**src/rtl/rcc_pkg.sv**
```systemverilog
package rcc_pkg;
  localparam int unsigned CORR_W = 8;

  typedef enum logic [1:0] {
    ADJ_NONE = 2'd0,
    ADJ_HOLD = 2'd1,
    ADJ_SKIP = 2'd2
  } adj_e;
endpackage

```
**src/rtl/rcc_phase_timer.sv**
```systemverilog
module rcc_phase_timer #(
  parameter int unsigned PRESC_BITS    = 10,
  parameter int unsigned WINDOW_BLOCKS = 976,
  localparam int unsigned BLK_W        = $clog2(WINDOW_BLOCKS)
) (
  input  logic                  clk,
  input  logic                  rst_n,
  input  logic                  run,
  output logic [PRESC_BITS-1:0] phase_o,
  output logic [BLK_W-1:0]      block_o,
  output logic                  blk_start_o,
  output logic                  win_start_o
);
  localparam logic [PRESC_BITS-1:0] PH_LAST  = '1;
  localparam logic [BLK_W-1:0]      BLK_LAST = BLK_W'(WINDOW_BLOCKS - 1);

  logic [PRESC_BITS-1:0] phase_q, phase_n;
  logic [BLK_W-1:0]      block_q, block_n;

  always_comb begin
    phase_n = phase_q;
    block_n = block_q;
    if (!run) begin
      phase_n = '0;
      block_n = '0;
    end else begin
      phase_n = phase_q + 1'b1;
      if (phase_q == PH_LAST) begin
        block_n = (block_q == BLK_LAST) ? '0 : block_q + 1'b1;
      end
    end
  end

  always_ff @(posedge clk or negedge rst_n) begin
    if (!rst_n) begin
      phase_q <= '0;
      block_q <= '0;
    end else begin
      phase_q <= phase_n;
      block_q <= block_n;
    end
  end

  assign phase_o     = phase_q;
  assign block_o     = block_q;
  assign blk_start_o = run && (phase_q == '0);
  assign win_start_o = blk_start_o && (block_q == '0);
endmodule

```
**src/rtl/rcc_spreader.sv**
```systemverilog
module rcc_spreader
  import rcc_pkg::*;
#(
  parameter int unsigned WINDOW_BLOCKS = 976,
  parameter int unsigned MAX_STEPS     = 127,
  localparam int unsigned MAG_W        = $clog2(MAX_STEPS + 1),
  localparam int unsigned ACC_W        = $clog2(WINDOW_BLOCKS + MAX_STEPS + 1)
) (
  input  logic                     clk,
  input  logic                     rst_n,
  input  logic                     run,
  input  logic                     blk_start,
  input  logic                     win_start,
  input  logic signed [CORR_W-1:0] corr_i,
  output adj_e                     adj_o,
  output logic                     neg_o,
  output logic [MAG_W-1:0]         mag_o
);
  localparam logic [ACC_W-1:0] WIN_LIM = ACC_W'(WINDOW_BLOCKS);

  logic [ACC_W-1:0]  acc_q, acc_n;
  logic [MAG_W-1:0]  mag_q, mag_n;
  logic              neg_q, neg_n;
  adj_e              adj_q, adj_n;

  logic [CORR_W-1:0] abs_w;
  logic [MAG_W-1:0]  lim_w;
  logic [MAG_W-1:0]  cur_mag;
  logic              cur_neg;
  logic [ACC_W-1:0]  base_w, sum_w;
  logic              fire_w;

  // Magnitude of the trim, limited to the allowed step count.
  always_comb begin
    abs_w = corr_i[CORR_W-1] ? CORR_W'(-corr_i) : CORR_W'(corr_i);
    if (32'(abs_w) > MAX_STEPS) lim_w = MAG_W'(MAX_STEPS);
    else                        lim_w = abs_w[MAG_W-1:0];
  end

  // Window start takes a fresh trim and a clean accumulator.
  always_comb begin
    cur_mag = win_start ? lim_w : mag_q;
    cur_neg = win_start ? corr_i[CORR_W-1] : neg_q;
    base_w  = win_start ? '0 : acc_q;
    sum_w   = base_w + ACC_W'(cur_mag);
    fire_w  = blk_start && (sum_w >= WIN_LIM);
  end

  always_comb begin
    acc_n = acc_q;
    mag_n = mag_q;
    neg_n = neg_q;
    adj_n = ADJ_NONE;
    if (!run) begin
      acc_n = '0;
      mag_n = '0;
      neg_n = 1'b0;
    end else if (blk_start) begin
      acc_n = fire_w ? (sum_w - WIN_LIM) : sum_w;
      mag_n = cur_mag;
      neg_n = cur_neg;
      if (fire_w) adj_n = cur_neg ? ADJ_HOLD : ADJ_SKIP;
    end
  end

  always_ff @(posedge clk or negedge rst_n) begin
    if (!rst_n) begin
      acc_q <= '0;
      mag_q <= '0;
      neg_q <= 1'b0;
      adj_q <= ADJ_NONE;
    end else begin
      acc_q <= acc_n;
      mag_q <= mag_n;
      neg_q <= neg_n;
      adj_q <= adj_n;
    end
  end

  assign adj_o = adj_q;
  assign neg_o = neg_q;
  assign mag_o = mag_q;
endmodule

```
**src/rtl/rcc_wrap_detect.sv**
```systemverilog
module rcc_wrap_detect #(
  parameter int unsigned PRESC_BITS = 10
) (
  input  logic                  clk,
  input  logic                  rst_n,
  input  logic [PRESC_BITS-1:0] count_i,
  output logic                  tick_o
);
  logic [PRESC_BITS-1:0] prev_q;

  always_ff @(posedge clk or negedge rst_n) begin
    if (!rst_n) prev_q <= '0;
    else        prev_q <= count_i;
  end

  // A count below the last sample means the prescaler rolled over.
  assign tick_o = rst_n && (count_i < prev_q);
endmodule

```
**src/rtl/rate_corrector.sv**
```systemverilog
module rate_corrector
  import rcc_pkg::*;
#(
  parameter int unsigned PRESC_BITS    = 10,
  parameter int unsigned WINDOW_BLOCKS = 976,
  parameter int unsigned MAX_STEPS     = 127
) (
  input  logic                     clk_slow,
  input  logic                     rst_n,
  input  logic                     enable,
  input  logic signed [CORR_W-1:0] corr_value,
  input  logic [PRESC_BITS-1:0]    presc_count,
  output logic                     presc_stall,
  output logic                     presc_extra,
  output logic                     tick_1hz
);
  localparam int unsigned BLK_W = $clog2(WINDOW_BLOCKS);
  localparam int unsigned MAG_W = $clog2(MAX_STEPS + 1);

  logic [PRESC_BITS-1:0] phase_w;
  logic [BLK_W-1:0]      block_w;
  logic                  blk_start_w, win_start_w;
  adj_e                  adj_w;
  logic                  neg_w;
  logic [MAG_W-1:0]      mag_w;

  rcc_phase_timer #(
    .PRESC_BITS   (PRESC_BITS),
    .WINDOW_BLOCKS(WINDOW_BLOCKS)
  ) timer_i (
    .clk        (clk_slow),
    .rst_n      (rst_n),
    .run        (enable),
    .phase_o    (phase_w),
    .block_o    (block_w),
    .blk_start_o(blk_start_w),
    .win_start_o(win_start_w)
  );

  rcc_spreader #(
    .WINDOW_BLOCKS(WINDOW_BLOCKS),
    .MAX_STEPS    (MAX_STEPS)
  ) spread_i (
    .clk      (clk_slow),
    .rst_n    (rst_n),
    .run      (enable),
    .blk_start(blk_start_w),
    .win_start(win_start_w),
    .corr_i   (corr_value),
    .adj_o    (adj_w),
    .neg_o    (neg_w),
    .mag_o    (mag_w)
  );

  rcc_wrap_detect #(
    .PRESC_BITS(PRESC_BITS)
  ) wrap_i (
    .clk    (clk_slow),
    .rst_n  (rst_n),
    .count_i(presc_count),
    .tick_o (tick_1hz)
  );

  assign presc_stall = (adj_w == ADJ_HOLD);
  assign presc_extra = (adj_w == ADJ_SKIP);
endmodule

```
**config.mk**
```make
export PLATFORM = sky130hd
export DESIGN_NAME = rate_corrector
export DESIGN_NICKNAME = d
export VERILOG_FILES = /design/src/rtl/rcc_pkg.sv /design/src/rtl/rcc_phase_timer.sv /design/src/rtl/rcc_spreader.sv /design/src/rtl/rcc_wrap_detect.sv /design/src/rtl/rate_corrector.sv
export SDC_FILE = /design/constraint.sdc
export NUM_CORES = 1
export LEC_CHECK = 0
export ABC_AREA = 1
export BUFFER_PORTS_ARGS = -buffer_cell sky130_fd_sc_hd__buf_4
export CAP_MARGIN = 25
export CORE_MARGIN = 3
export CORE_UTILIZATION = 40
export DETAILED_ROUTE_END_ITERATION = 12
export PLACE_DENSITY = 0.65
export SLEW_MARGIN = 30
export SYNTH_ARGS = -nofsm -noshare
export SYNTH_HDL_FRONTEND = slang
export SYNTH_HIERARCHICAL = 1
export SYNTH_SLANG_ARGS = --single-unit
export TNS_END_PERCENT = 30
```
**constraint.sdc**
```tcl
create_clock -name clk_slow -period 11.3 [get_ports clk_slow]
set_clock_uncertainty 0.2 [all_clocks]
set_input_delay 1.13 -clock clk_slow [delete_from_list [all_inputs] [get_ports clk_slow]]
set_output_delay 1.13 -clock clk_slow [all_outputs]
set_load 0.005 [all_outputs]
```
==> run_results.csv, run 1 <==
group,metric,value,unit
worst_hold_path,hp-class,"reg -> reg",
power,power_switching,0.000119,W
floorplan,start_util,42.1,%
clocking,cts_buffers,5,
synthesis,synth_seq_cells,51,
power,seq_power_share,50.0,%
power,power.leakage,2.04,nW
finish,antennaDiodeCount,0,
clocking,post-cts-setup-buffers,0,
power,p_sw_share,30.8,%
floorplan,core_area,8420,um^2
finish,ff_latch_area,1280,um^2
critical_path,cp.required,11.30,ns
synthesis,synth.avg_cell_area,7.55,um^2
sta,rsz0062_at_grt,"no",
synthesis,synth_top_cell_area_share,36.0,%
grt,grt_pass1_wl,12700,um
sta,fin_tns_setup,0,ns
clocking,clock_sinks,51,
clocking,hold_buffers,0,
grt,antenna_found_initial,0,
sta,maxSlewHeadroom,52.0,%
critical_path,cp-end-kind,"register",
synthesis,synth.cell_area,3550,um^2
synthesis,yosys.area.top_type,"dfrtp_1",
synthesis,synth_area_leaders,"dfrtp_1, nand2_1, inv_1, ha_1, nand3_1",
clocking,clock_latency,0.30,ns
synthesis,syn-num-nets,515,
sta,worstMarginPinSlew,0.717,ns
finish,syn2layout_area_growth,9.34,%
placement,portBuffers,23,
sta,setup_viol,0,
floorplan,row_count,33,
detailed_routing,dr.first_iter.drc_count,121,
clocking,cts.htree.levels,2,
power,ir_drop,0.0566,mV
detailed_routing,dr_total_vias,3024,
synthesis,seq_area_frac_synth,36.0,%
critical_path,worst-path-buf-inv,6,
synthesis,synth_edf_count,0,
clocking,path_clk_slew,0.09,ns
sta,max_freq,181,MHz
clocking,cts_root_buf,"clkbuf_8",
grt,track_usage,15.5,%
clocking,ctsResizeCount,0,
synthesis,ys.flop_type,"dfrtp_1",
synthesis,yosys_warnings,6,
detailed_routing,wire_per_inst,12.7,um
power,pwr-share-clk,27.8,%
floorplan,dieArea,10000,um^2
synthesis,synth.distinct_cells,38,
placement,place_inst,589,
critical_path,cp_slowest_cell,"nor2_1",
placement,place_hpwl,5800,um
detailed_routing,via_per_inst,5.07,
critical_path,cp_max_fo,12,
floorplan,die_w,100,um
power,comb_power_share,22.2,%
finish,layout.nets,536,
sta,period_share,48.8,%
critical_path,cpLargestDelayFamily,"simple AND/OR/NAND/NOR gates",
floorplan,die_h,100,um
synthesis,synth-async-reset-ratio,100,%
detailed_routing,ant_nets,0,
critical_path,worst_setup_path_start_kind,"input pin",
finish,stdcell_count,596,
detailed_routing,dr.pass1.iters,4,
grt,grt_pass1_vias,2852,
critical_path,worstSetupPathType,"in -> reg",
finish,drive_above_1_share,13.6,%
sta,period_needed,5.51,ns
critical_path,slowest_delay,0.56,ns
grt,grt_max_degree,53,
clocking,cts_tree,"built",
synthesis,synthCells,470,
critical_path,rrSetupSlack,6.19,ns
outcome,status,"finished clean",
detailed_routing,drc,0,
grt,grt_overflow,0,
power,cellPowerDensity,99.6,nW/um^2
floorplan,io_pins,24,
finish,n_fill_cell,839,
sta,maxSlewViolCount,0,
placement,gp_congestion,0.895,
power,p_total,0.000386,W
detailed_routing,wl,7540,um
power,p_int,0.000268,W
sta,hold_viol_final,0,
clocking,cts_max_path_buffers,2,
job,cap_violations,0,
finish,multi_input_area,1880,um^2
critical_path,cp.arrival,5.51,ns
## power groups by stage
stage / registers, W / clock network, W / logic [W]
2_1_floorplan: 0.000195 / 0 / 0.0000623
3_3_place_gp: 0.000197 / 0 / 0.0000852
3_5_place_dp: 0.000197 / 0 / 0.0000862
4_1_cts: 0.000193 / 0.000111 / 0.0000866
5_1_grt: 0.000195 / 0.000118 / 0.0000979
6_report: 0.000193 / 0.000107 / 0.0000858
## synth_stat cells (6+ instances only)
library cell / number
a21oi_1: 13
dfrtp_1: 51
ha_1: 23
inv_1: 84
nand2_1: 105
nand2_2: 10
nand3_1: 34
nand3_2: 6
nand4_1: 16
nor2_1: 32
nor3_1: 12
o21ai_0: 20
o22ai_1: 7
xor2_1: 11
## layer usage
| layer | GRT usage, % | wire (um) |
|---|---|---|
| met5 | 0 | 0 |
| met3 | 2.29 | 303 |
| met1 | 19.4 | 3350 |
| met2 | 27.8 | 3820 |
| met4 | 4.35 | 66 |
## sequential cells by signal, summed over array words and instances, names as in the netlist
name and flops:
timer_i/phase_o 10, spread_i/mag_o 7, spread_i/neg_o 1, spread_i/adj_o 2, spread_i/acc_q 11, timer_i/block_o 10
wrap_i/prev_q 10
## kinds of logic (layout without fill, tap and decap cells)
family / count (synthesis) / count (layout) / share of synthesized area, %
DFF: 51 / 51 / 36.0
xor gates and xnor gates: 14 / 14 / 4.20
and+or+nand+nor: 233 / 233 / 31.5
adders and majority gates: 24 / 24 / 8.67
AOI/OAI and AO/OA: 52 / 52 / 8.64
buffers and inverters: 96 / 117 / 11.0
## cell usage in the layout (no fill, tap or decap), types with 2 or more instances in the layout
cell type,n
nand2_1,105
inv_1,84
dfrtp_1,51
nand3_1,34
nor2_1,32
buf_4,24
ha_1,23
o21ai_0,20
nand4_1,16
a21oi_1,13
nor3_1,12
xor2_1,11
nand2_2,10
o22ai_1,7
clkbuf_8,6
nand3_2,6
nor2_2,5
nand2_4,4
a22oi_1,3
nor2_4,3
o21ai_1,3
nand3b_1,3
inv_2,2
nor4_1,2
o21bai_1,2
## worst register-to-register path, cell delays in order (launching register included)
cell	delay, ns
dfrtp_1	0.47
inv_1	0.12
ha_1	0.16
nand2_1	0.05
nor3_1	0.14
nand3_1	0.11
nor2_1	0.58
inv_1	0.36
nor2_2	0.30
inv_1	0.11
o22ai_1	0.15
inv_1	0.07
ha_1	0.22
fa_1	0.41
nand3_1	0.10
nand2_1	0.08
a21oi_1	0.18
o21bai_2	0.11
xor2_2	0.24
nand3_2	0.16
nor2_4	0.16
nand2_2	0.07
nand2_4	0.09
nand2_4	0.09
inv_2	0.09
nand2_1	0.05
nand3_1	0.06
nand2_1	0.06
## final cells by class
cell class                      instances  share of cell area [%]
Clock inverter                          1                   0.129
Tap cell                              105                    3.39
Inverter                               86                    8.32
Multi-Input combinational cell        323                    48.5
Clock buffer                            6                    2.13
Timing Repair Buffer                   24                    4.64
Sequential cell                        51                    32.9
## final timing paths
path                               startpoint                 end  cells past startpoint
hold / removal              spread_i/mag_o[5]   spread_i/mag_o[5]                      2
hold reg to reg             spread_i/mag_o[5]   spread_i/mag_o[5]                      2
setup / recovery                       enable   spread_i/acc_q[6]                     26
setup reg to reg           timer_i/block_o[0]   spread_i/acc_q[6]                     27
max in group asynchronous               rst_n  timer_i/block_o[2]                      1
min in group asynchronous               rst_n  timer_i/phase_o[9]                      1
## stage by stage
step	setup WS, ns	hold slack [ns]	area, um^2	util, %
2_1_floorplan	6.76	0.249	3550	-
3_3_place_gp	5.71	0.268	3790	45.0
5_1_grt	5.23	0.336	3880	46.1
6_report	5.79	0.300	3880	46.1
3_5_place_dp	5.50	0.280	3790	45.0
4_1_cts	5.82	0.302	3880	46.1
Note: power is estimated with default switching activity, not from simulation.
==> inputs of run 2 (changes only) <==
Settings changed: PLACE_DENSITY 0.65 to 0.67.
Clock period 11.3 ns to 5.05 ns, I/O delays scaled along.
==> run_results.csv, run 2 (synthesis results as in run 1) <==
group,metric,value,unit
detailed_routing,wl,7260,um
floorplan,row_count,33,
finish,layout.nets,536,
clocking,ctsResizeCount,0,
finish,multi_input_area,1880,um^2
critical_path,cp_max_fo,11,
floorplan,start_util,42.1,%
finish,largest_reg_flops,11,
power,ir_drop,0.135,mV
critical_path,cp.arrival,4.57,ns
clocking,clock_latency,0.30,ns
finish,stdcell_area,3900,um^2
finish,antennaDiodeCount,0,
finish,largest-register,"spread_i/acc_q",
grt,grt_overflow,0,
placement,portBuffers,23,
clocking,cts_tree,"built",
clocking,cts_buffers,5,
detailed_routing,dr.first_iter.drc_count,93,
detailed_routing,wire_per_inst,12.2,um
finish,stdcell_count,597,
sta,period_share,90.6,%
critical_path,slowest_delay,0.46,ns
placement,gp_congestion,0.873,
sta,worstMarginPinSlew,0.692,ns
clocking,cts_root_buf,"clkbuf_8",
placement,place_area,3790,um^2
grt,grt_max_degree,53,
placement,place_ws,0.503,ns
grt,antenna_found_initial,0,
floorplan,die_w,100,um
placement,place_hpwl,5580,um
critical_path,cp.required,5.04,ns
critical_path,worst-path-buf-inv,4,
detailed_routing,dr.pass1.iters,4,
sta,period_needed,4.58,ns
job,cap_violations,0,
sta,rsz0062_at_grt,"no",
sta,max_freq,218,MHz
critical_path,critPathMostFrequentCell,"nand2_1",
power,cellPowerDensity,227,nW/um^2
sta,setup_ws,0.473,ns
critical_path,worstSetupPathType,"reg -> reg",
grt,track_usage,15.1,%
critical_path,cpLargestDelayFamily,"simple AND/OR/NAND/NOR gates",
sta,fin_tns_setup,0,ns
grt,grt_pass1_wl,12600,um
detailed_routing,drc,0,
clocking,clock_sinks,51,
sta,hold_viol_final,0,
finish,final_common_cell,"nand2_1",
floorplan,dieArea,10000,um^2
sta,maxSlewViolCount,0,
detailed_routing,ant_nets,0,
finish,drive_above_1_share,13.8,%
critical_path,cp-end-kind,"register",
grt,grt_pass1_vias,2811,
clocking,cts_max_path_buffers,2,
critical_path,cp_slowest_cell,"dfrtp_1",
worst_hold_path,hp-class,"in -> async",
detailed_routing,dr_total_vias,2963,
floorplan,die_h,100,um
outcome,status,"finished clean",
sta,maxSlewHeadroom,53.7,%
finish,ff_latch_area,1280,um^2
detailed_routing,via_per_inst,4.96,
critical_path,worst_setup_path_start_kind,"register",
floorplan,core_area,8420,um^2
finish,n_fill_cell,834,
clocking,cts.htree.levels,2,
finish,syn2layout_area_growth,9.80,%
clocking,path_clk_slew,0.09,ns
finish,layout_common_cells,"nand2_1, inv_1, dfrtp_1",
floorplan,io_pins,24,
clocking,post-cts-setup-buffers,0,
power,power.leakage,2.04,nW
sta,setup_viol,0,
clocking,hold_buffers,0,
placement,place_inst,589,
run 2: cell types whose count changed in the layout (fill, tap and decap cells not counted):
cell / change
clkinvlp_4: +1
clkbuf_8: +1
clkinv_2: -1
run 2: stage by stage:
step	hold slack, ns	util [%]	total power, W
after global placement	0.284	45.0	0.000631
after global routing	0.0675	46.3	0.000940
final	0.0272	46.3	0.000884
after floorplan	0.00941	-	0.000577
after detailed placement	0.284	45.0	0.000634
after CTS	0.0544	46.3	0.000898
run 2: final cells by class:
cell class	count	area share [%]
Clock buffer	7	2.47
Clock inverter	1	0.193
Tap cell	105	3.37
Multi-Input combinational cell	323	48.3
Sequential cell	51	32.8
Timing Repair Buffer	24	4.62
Inverter	86	8.29
run 2: path summary, 6_finish.rpt:
kind                                    start            endpoint  slack, ns  cells past startpoint
max reg2reg                timer_i/block_o[0]  spread_i/acc_q[10]       0.47                     26
min                                     rst_n    wrap_i/prev_q[4]       0.03                      1
max                        timer_i/block_o[0]  spread_i/acc_q[10]       0.47                     26
max in group asynchronous               rst_n  timer_i/block_o[5]       4.19                      1
min in group clk_slow          presc_count[0]    wrap_i/prev_q[0]       0.12                      1
min reg2reg                 spread_i/mag_o[0]   spread_i/mag_o[0]       0.30                      2
run 2: report_power, final:
group	switching, W	internal, W
Combinational	0.000125	0.0000684
Clock	0.000133	0.000125
Sequential	0.00000967	0.000423
run 2: worst reg2reg max path, cell delays in order, from the launching register on:
cell and delay, ns:
dfrtp_1 0.46, inv_1 0.12, ha_1 0.16, nand2_1 0.05
nor3_1 0.19, nand3_1 0.13, nor2_1 0.16, inv_1 0.20
nor2_2 0.27, inv_1 0.11, o22ai_1 0.19, inv_1 0.07
ha_1 0.36, a21oi_1 0.21, nand2_1 0.10, nand3_1 0.11
nand2_1 0.08, xor2_1 0.32, nand2_1 0.20, a41oi_2 0.23
nor2_2 0.06, nand2_2 0.08, nand2_4 0.07, nand2_4 0.12
nand2_1 0.07, nand3_1 0.09, nand2_1 0.06
run 2: routing by layer:
metal,vias to the layer above,global-route usage (%),wire length [um]
met4,0,4.46,129
met2,47,24.9,3490
met3,11,2.43,240
li1,1541,-,-
met1,1364,20.4,3400
met5,-,0,0
==> inputs of run 3 (changes only) <==
Settings changed: CORE_ASPECT_RATIO from default to 0.5.
==> run_results.csv, run 3 (synthesis results as in run 1) <==
group,metric,value,unit
outcome,status,"finished clean",
job,cap_violations,0,
sta,maxSlewViolCount,0,
grt,grt_overflow,0,
sta,setup_viol,0,
finish,n_fill_cell,815,
detailed_routing,dr.pass1.iters,4,
finish,stdcell_area,3950,um^2
placement,place_area,3800,um^2
finish,final_common_cell,"nand2_1",
sta,period_share,89.7,%
finish,largest-register,"spread_i/acc_q",
detailed_routing,via_per_inst,4.88,
critical_path,cp-end-kind,"register",
floorplan,dieArea,10100,um^2
placement,portBuffers,23,
finish,largest_reg_flops,11,
finish,syn2layout_area_growth,11.2,%
power,ir_drop,0.154,mV
detailed_routing,dr_total_vias,2945,
detailed_routing,wl,7320,um
clocking,cts_max_path_buffers,2,
worst_hold_path,hp-class,"in -> async",
grt,grt_pass1_wl,12500,um
critical_path,cp.required,5.04,ns
placement,place_hpwl,5440,um
grt,grt_pass1_vias,2658,
sta,hold_viol_final,0,
finish,drive_above_1_share,13.6,%
clocking,clock_latency,0.29,ns
detailed_routing,dr.first_iter.drc_count,178,
sta,rsz0062_at_grt,"no",
floorplan,die_h,72.6,um
clocking,cts.htree.levels,2,
detailed_routing,drc,0,
power,p_total,0.000971,W
clocking,hold_buffers,0,
finish,layout_common_cells,"nand2_1, inv_1, dfrtp_1",
sta,worstMarginPinSlew,0.810,ns
power,cellPowerDensity,246,nW/um^2
clocking,path_clk_slew,0.07,ns
clocking,post-cts-setup-buffers,0,
detailed_routing,wire_per_inst,12.1,um
sta,period_needed,4.53,ns
grt,track_usage,15.2,%
finish,antennaDiodeCount,0,
sta,maxSlewHeadroom,45.8,%
clocking,cts_buffers,5,
floorplan,die_w,139,um
critical_path,slowest_delay,0.47,ns
clocking,ctsResizeCount,0,
clocking,cts_tree,"built",
placement,place_ws,0.474,ns
floorplan,io_pins,24,
critical_path,cp.arrival,4.52,ns
clocking,clock_sinks,51,
floorplan,start_util,42.7,%
power,power.leakage,2.06,nW
finish,layout.nets,536,
critical_path,rrSetupSlack,0.52,ns
placement,gp_congestion,0.841,
grt,grt_max_degree,53,
critical_path,cp_slowest_cell,"dfrtp_1",
critical_path,reg2reg_depth,27,
grt,antenna_found_initial,0,
critical_path,worstSetupPathType,"reg -> reg",
sta,fin_tns_setup,0,ns
sta,max_freq,221,MHz
detailed_routing,ant_nets,0,
sta,setup_ws,0.519,ns
critical_path,cp_max_fo,11,
clocking,cts_root_buf,"clkbuf_16",
floorplan,row_count,23,
floorplan,core_area,8320,um^2
critical_path,worst_setup_path_start_kind,"register",
-- run 3: changes by cell type in the layout (fill, tap and decap cells not counted) --
cell / delta
inv_6: +1
clkbuf_1: +1
clkbuf_16: +5
clkbuf_8: -7
-- run 3: final cells by class --
class                   count  area (um^2)  area share, %
multi-input cells         323         1880           47.7
flip-flops and latches     51         1280           32.3
inverters                  86          323           8.18
repair buffers             24          180           4.57
well taps                 112          140           3.55
clock buffers               6          129           3.27
clock inverters             2         16.3          0.412
-- run 3: report_power, final --
group	internal, W	switching, W	leakage, nW
combinational	0.0000685	0.000126	1.31
clock	0.000186	0.000157	0.0675
sequential	0.000423	0.00000996	0.683
total	0.000677	0.000293	2.06
-- run 3: layer usage --
| layer | track usage [%] | vias to the layer above | wire length [um] |
|---|---|---|---|
| met3 | 3.34 | 6 | 309 |
| met5 | 0 | - | 0 |
| met1 | 21.1 | 1333 | 3700 |
| met2 | 24.1 | 58 | 3240 |
| li1 | - | 1548 | - |
| met4 | 5.10 | 0 | 74 |
-- run 3: path summary, 6_finish.rpt --
path	from	endpoint
worst max-delay path	timer_i/block_o[0]	spread_i/acc_q[6]
worst min-delay path	rst_n	timer_i/block_o[6]
worst max register to register	timer_i/block_o[0]	spread_i/acc_q[6]
worst min register to register	spread_i/acc_q[9]	spread_i/acc_q[9]
max in group asynchronous	rst_n	spread_i/acc_q[6]
min in group clk_slow	presc_count[0]	wrap_i/prev_q[0]
-- run 3: per-stage QoR --
stage | std cells | utilization, % | hold WS, ns
after floorplan | 470 | - | 0.00941
after global placement | 596 | 45.7 | 0.273
after detailed placement | 596 | 45.7 | 0.277
after CTS | 604 | 47.4 | 0.0770
after global routing | 604 | 47.4 | 0.0929
final | 604 | 47.4 | 0.0428
-- run 3: critical path: cells and delay by family, from the launching register on --
family                     cells  cell delay (ns)
AOI/OAI and AO/OA              3             0.45
xor gates and xnor gates       1             0.26
adders and majority gates      3             0.78
buffers and inverters          5             0.58
DFF                            1             0.47
and+or+nand+nor               15             1.69
